==> src/rtl/sbu_pkg.sv <==
package sbu_pkg;
  // Strobes passed from the selection control to the pointer datapath
  typedef struct packed {
    logic swap;        // exchange live and stored pointer this edge
    logic wrActiveSp;  // live pointer takes spWrData
    logic wrActiveNm;  // live pointer takes namedWrData
    logic wrOtherNm;   // stored pointer takes namedWrData
    logic rdActive;    // named read hits the live pointer
  } sbuStrobe_t;
endpackage

==> src/rtl/sbu_select_ctrl.sv <==
module sbu_select_ctrl
  import sbu_pkg::*;
#(
  parameter int EXC_W = 9
) (
  input  logic             clk,
  input  logic             rstN,
  input  logic             excWrEn,
  input  logic [EXC_W-1:0] excWrNum,
  input  logic             excEntry,
  input  logic             excExit,
  input  logic             excExitSel,
  input  logic             ctrlWrEn,
  input  logic             ctrlWrSel,
  input  logic             ctrlWrUnpriv,
  input  logic             spWrEn,
  input  logic             namedSel,
  input  logic             namedWrEn,
  output sbuStrobe_t       strobe,
  output logic             stackSel,
  output logic             unprivFlag,
  output logic             handlerMode,
  output logic             pspActive
);
  localparam logic [EXC_W-1:0] THREAD_NUM = '0;

  logic [EXC_W-1:0] excNum, excNext;
  logic             selNext, unprivNext, pspNext;

  assign handlerMode = (excNum != THREAD_NUM);
  assign pspActive   = !handlerMode && stackSel;

  always_comb begin
    // select-bit sources in priority order
    if (excEntry)                      selNext = 1'b0;
    else if (excExit)                  selNext = excExitSel;
    else if (ctrlWrEn && !handlerMode) selNext = ctrlWrSel;
    else                               selNext = stackSel;
    unprivNext = ctrlWrEn ? ctrlWrUnpriv : unprivFlag;
    excNext    = excWrEn ? excWrNum : excNum;
    pspNext    = (excNext == THREAD_NUM) && selNext;
  end

  always_comb begin
    strobe.swap       = (pspNext != pspActive);
    strobe.rdActive   = (namedSel == pspActive);
    strobe.wrActiveSp = spWrEn;
    strobe.wrActiveNm = namedWrEn && strobe.rdActive && !spWrEn;
    strobe.wrOtherNm  = namedWrEn && !strobe.rdActive;
  end

  always_ff @(posedge clk or negedge rstN) begin
    if (!rstN) begin
      excNum     <= THREAD_NUM;
      stackSel   <= 1'b0;
      unprivFlag <= 1'b0;
    end else begin
      excNum     <= excNext;
      stackSel   <= selNext;
      unprivFlag <= unprivNext;
    end
  end
endmodule

==> src/rtl/sbu_pointer_path.sv <==
module sbu_pointer_path
  import sbu_pkg::*;
#(
  parameter int DATA_W     = 32,
  parameter int ALIGN_BITS = 2
) (
  input  logic              clk,
  input  logic              rstN,
  input  sbuStrobe_t        strobe,
  input  logic [DATA_W-1:0] spWrData,
  input  logic [DATA_W-1:0] namedWrData,
  output logic [DATA_W-1:0] spRdData,
  output logic [DATA_W-1:0] namedRdData
);
  localparam logic [DATA_W-1:0] ALIGN_MASK = {{(DATA_W-ALIGN_BITS){1'b1}}, {ALIGN_BITS{1'b0}}};

  logic [DATA_W-1:0] liveSp, storedSp;
  logic [DATA_W-1:0] liveVal, storedVal;

  always_comb begin
    // writes apply to the pointer live before any exchange
    if (strobe.wrActiveSp)      liveVal = spWrData & ALIGN_MASK;
    else if (strobe.wrActiveNm) liveVal = namedWrData & ALIGN_MASK;
    else                        liveVal = liveSp;
    storedVal = strobe.wrOtherNm ? (namedWrData & ALIGN_MASK) : storedSp;
  end

  always_ff @(posedge clk or negedge rstN) begin
    if (!rstN) begin
      liveSp   <= '0;
      storedSp <= '0;
    end else if (strobe.swap) begin
      liveSp   <= storedVal;
      storedSp <= liveVal;
    end else begin
      liveSp   <= liveVal;
      storedSp <= storedVal;
    end
  end

  assign spRdData    = liveSp;
  assign namedRdData = strobe.rdActive ? liveSp : storedSp;
endmodule

==> src/rtl/stack_bank_unit.sv <==
module stack_bank_unit
  import sbu_pkg::*;
#(
  parameter int DATA_W     = 32,
  parameter int ALIGN_BITS = 2,
  parameter int EXC_W      = 9
) (
  input  logic              clk,
  input  logic              rstN,
  input  logic              excWrEn,
  input  logic [EXC_W-1:0]  excWrNum,
  input  logic              excEntry,
  input  logic              excExit,
  input  logic              excExitSel,
  input  logic              ctrlWrEn,
  input  logic              ctrlWrSel,
  input  logic              ctrlWrUnpriv,
  input  logic              spWrEn,
  input  logic [DATA_W-1:0] spWrData,
  output logic [DATA_W-1:0] spRdData,
  input  logic              namedSel,
  input  logic              namedWrEn,
  input  logic [DATA_W-1:0] namedWrData,
  output logic [DATA_W-1:0] namedRdData,
  output logic              stackSel,
  output logic              unprivFlag,
  output logic              handlerMode,
  output logic              pspActive
);
  sbuStrobe_t strobe;

  sbu_select_ctrl #(.EXC_W(EXC_W)) i_ctrl (
    .clk(clk), .rstN(rstN),
    .excWrEn(excWrEn), .excWrNum(excWrNum),
    .excEntry(excEntry), .excExit(excExit), .excExitSel(excExitSel),
    .ctrlWrEn(ctrlWrEn), .ctrlWrSel(ctrlWrSel), .ctrlWrUnpriv(ctrlWrUnpriv),
    .spWrEn(spWrEn), .namedSel(namedSel), .namedWrEn(namedWrEn),
    .strobe(strobe), .stackSel(stackSel), .unprivFlag(unprivFlag),
    .handlerMode(handlerMode), .pspActive(pspActive)
  );

  sbu_pointer_path #(.DATA_W(DATA_W), .ALIGN_BITS(ALIGN_BITS)) i_path (
    .clk(clk), .rstN(rstN), .strobe(strobe),
    .spWrData(spWrData), .namedWrData(namedWrData),
    .spRdData(spRdData), .namedRdData(namedRdData)
  );
endmodule

==> config.mk <==
export PLATFORM = sky130hd
export DESIGN_NAME = stack_bank_unit
export DESIGN_NICKNAME = d
export VERILOG_FILES = /design/src/rtl/sbu_pkg.sv /design/src/rtl/sbu_select_ctrl.sv /design/src/rtl/sbu_pointer_path.sv /design/src/rtl/stack_bank_unit.sv
export SDC_FILE = /design/constraint.sdc
export NUM_CORES = 1
export LEC_CHECK = 0
export ABC_AREA = 0
export BUFFER_PORTS_ARGS = -buffer_cell sky130_fd_sc_hd__buf_2
export CORE_ASPECT_RATIO = 0.8
export CORE_MARGIN = 2
export CORE_UTILIZATION = 52
export DETAILED_ROUTE_END_ITERATION = 7
export PLACE_DENSITY = 0.9
export REMOVE_ABC_BUFFERS = 1
export SYNTH_ARGS = -nofsm -noshare
export SYNTH_HDL_FRONTEND = slang
export SYNTH_HIERARCHICAL = 1
export SYNTH_SLANG_ARGS = --single-unit
==> constraint.sdc <==
create_clock -name clk -period 2.8 [get_ports clk]
set_clock_uncertainty 0.05 [all_clocks]
set_input_delay 0.14 -clock clk [delete_from_list [all_inputs] [get_ports clk]]
set_output_delay 0.14 -clock clk [all_outputs]
set_load 0.005 [all_outputs]
==> summary.txt <==
Yosys
  • Ys Warns: 6
  • Largest family of logic cells by synthesized area: multiplexers
  • Synth Register Bits: 75
  • Synth cell types: 38
  • Synthesized cell area: 4790 µm²
  • Mux contribution to synthesized area: 38.6%
  • Post-synthesis compound-gate area fraction: 9.09%
  • Simple-gate share of the synthesized area: 7.47%
  • Most used DFF post-synth: dfrtp_1
  • Area share of fa/ha/maj cells after synthesis: 0%
  • Cell count after synthesis: 392
  • Post-synth EDFFs: 0
  • Post-Synth XOR/XNOR Area: 0.366%
  • Asr flop ratio synth: 100%
  • Mean Syn Cell Area: 12.2 µm²
  • Sequential share of the synthesized area: 39.2%

Status
  • Status: finished clean

Setup path
  • FF-to-FF Start: i_ctrl/excNum[1]
  • Critical Path Fanout Max: 5
  • Critical Path AT: 2.92 ns
  • CP startpoint: i_ctrl/excNum[1]
  • Critical path class: flop to flop
  • CP Launch Type: flop
  • Reg2Reg Setup Slack: 0.01 ns
  • Critical path endpoint category: flop
  • R2R cell count: 10
  • WP data required: 2.93 ns
  • Worst R2R End: i_path/storedSp[29]

Global routing
  • Pin count of the biggest net entering global routing: 76
  • Initial antenna violation count: 0
  • GRT Overall Usage: 22.0%
  • First-pass GRT wire length: 17900 µm
  • Vias in the first global route: 3760
  • Total grt overflow: 0

Detailed routing
  • DRC: 0
  • WL met1: 4830 µm
  • DR pass1 iterations: 5
  • Post-DR wirelength/cell: 17.5 µm
  • Met3 WL: 684 µm
  • Vias: 3558
  • Routed Antenna Nets: 0
  • Met2 routed wirelength: 5740 µm
  • DRT Wirelength: 11400 µm
  • Max layer used: met4
  • Drt initial violations: 186
  • Number of vias per cell: 5.44

Die
  • Initial Util: 53.2%
  • # rows: 31
  • Die area: 10000 µm²
  • Width of the die: 111 µm
  • Die extent in y: 89.9 µm
  • Io pins: 153
  • Core Area: 9000 µm²

Clock tree
  • Clk pin slew, worst setup/hold paths: 0.06 ns
  • # clock sinks: 75
  • H-tree lvl count: 3
  • CTS tree: yes
  • Total CTS buffers: 9
  • Worst-Skew Late Latency: 0.32 ns
  • Clk buf depth: 2
  • Root buffer cell: clkbuf_16

Final layout
  • Final-stage net count: 620
  • Finished Cell Area: 6070 µm²
  • ANT cells: 0
  • Layout area overhead: 26.7%
  • Most common cell after layout, fill and taps aside: buf_2
  • Non-filler instance count after layout: 654
  • Commonest cells after routing, fill and taps aside: 146 x buf_2, 75 x dfrtp_1, 64 x mux2_2
  • Layout cell share with drive strength beyond 1: 61.4%

Flow run
  • Max Cap Viol: 0

Placed design
  • Port bufs: 148
  • RePlAce Congestion: 0.855
  • Placed Cells: 632
  • Post-DP Area: 5590 µm²
  • DP HPWL: 7740 µm

Power and ir drop
  • Maximum vdd drop: 0.322 mV
  • Total design power: 3320 µW
  • Pwr dens: 547 nW/µm²
  • Leakage power: 0.00268 µW

Worst hold path
  • Hold path endpoint: i_ctrl/unprivFlag
  • Hold Path Cell Cnt: 2
  • Worst min path class: input pin to flop
  • Hold path start: ctrlWrUnpriv

Timing
  • Setup TNS: 0 ns
  • Actual slew at the worst max-slew pin: 0.972 ns
  • Post-layout minimum cycle time: 2.79 ns
  • Worst hold slack: 0.00998 ns
  • Fin crit share: 99.5%
  • Final Hold Fails: 0
  • Peak Freq: 359 MHz
  • Max_slew headroom: 35.2%
  • RSZ-0062 raised after global routing: yes
  • Max-slew violation count: 0
  • Finish-stage setup viols: 0
-- worst max path at each step --
stage	end	slack [ns]
2_1_floorplan	i_path/spRdData[31]	-4.68
4_1_cts	i_path/spRdData[31]	0.004
5_1_grt	i_path/storedSp[29]	-0.07
3_3_place_gp	i_path/spRdData[31]	0.20
3_5_place_dp	i_path/spRdData[31]	0.06
6_report	i_path/storedSp[29]	0.01
-- logic make-up (layout without fill, tap and decap cells) --
logic type | after synthesis | in the layout
AOI/OAI and AO/OA | 67 | 67
xor gates and xnor gates | 2 | 2
buffers and inverters | 33 | 180
DFF | 75 | 75
muxes | 134 | 134
and+or+nand+nor | 81 | 81
-- stage by stage --
| step | setup slack, ns | util [%] |
|---|---|---|
| finish | 0.0149 | 67.5 |
| CTS | 0.00433 | 65.6 |
| global route | -0.0726 | 67.5 |
| detailed placement | 0.0637 | 62.2 |
| floorplan | -4.68 | - |
| global placement | 0.203 | 62.2 |
-- power breakdown --
part           switching, µW  total (µW)  leakage (µW)  internal (µW)
clock network            419        1150      0.000146            733
logic                    382         865       0.00165            483
registers               87.5        1310      0.000888           1220
-- what timing repair did --
item                                    in CTS  in global routing
cloned                                       0                  3
hold buffers                                 1                  0
gates resized for setup                      2                 11
pin swaps                                    0                  3
endpoints found under the setup margin      25                 59
hold endpoints to repair                    75                  0
setup buffers                                0                  3
-- registers in the layout, indices dropped and copies added, names as in the netlist --
| register | cells |
|---|---|
| i_path/spRdData | 32 |
| i_ctrl/unprivFlag | 1 |
| i_path/storedSp | 32 |
| i_ctrl/stackSel | 1 |
| i_ctrl/excNum | 9 |
-- metal layers --
layer	global-route usage, %	vias to the layer above
met5	0	-
met4	6.07	0
met3	5.26	19
met2	38.5	132
met1	27.5	1734
li1	-	1673
-- layout make-up --
type | instances | area [µm²]
fill | 670 | 2930
multi-input combinational | 284 | 2740
sequential | 75 | 1880
timing repair buffer | 163 | 1010
clock buffer | 13 | 260
tap | 115 | 144
clock inverter | 2 | 35.0
inverter | 2 | 7.51
-- cells in the mapped netlist, types with 2 or more instances --
library cell,number,area share (%)
dfrtp_1,75,39
mux2_2,64,15
mux2_4,35,11
nor2_1,34,2.7
nand2_1,33,2.6
o21ai_1,28,2.9
a21oi_2,20,3.7
mux2i_4,20,9.4
a21oi_1,12,1.3
mux2i_1,12,2.5
clkbuf_1,8,0.63
buf_2,6,0.63
buf_6,6,1.4
buf_4,5,0.78
buf_8,3,0.94
mux2_1,3,0.71
nand3_1,3,0.31
o21ai_0,3,0.31
inv_1,2,0.16
nand2b_1,2,0.26
-- critical path, stage by stage, from the launching register on --
cell,delay [ns]
dfrtp_1,0.40
nor4_4,0.40
and2_4,0.22
nand3_4,0.12
xor2_4,0.27
and3b_2,0.25
buf_12,0.14
buf_12,0.13
mux2_4,0.30
mux2i_2,0.23
a21oi_1,0.12
(Power assumes the default switching activity.)
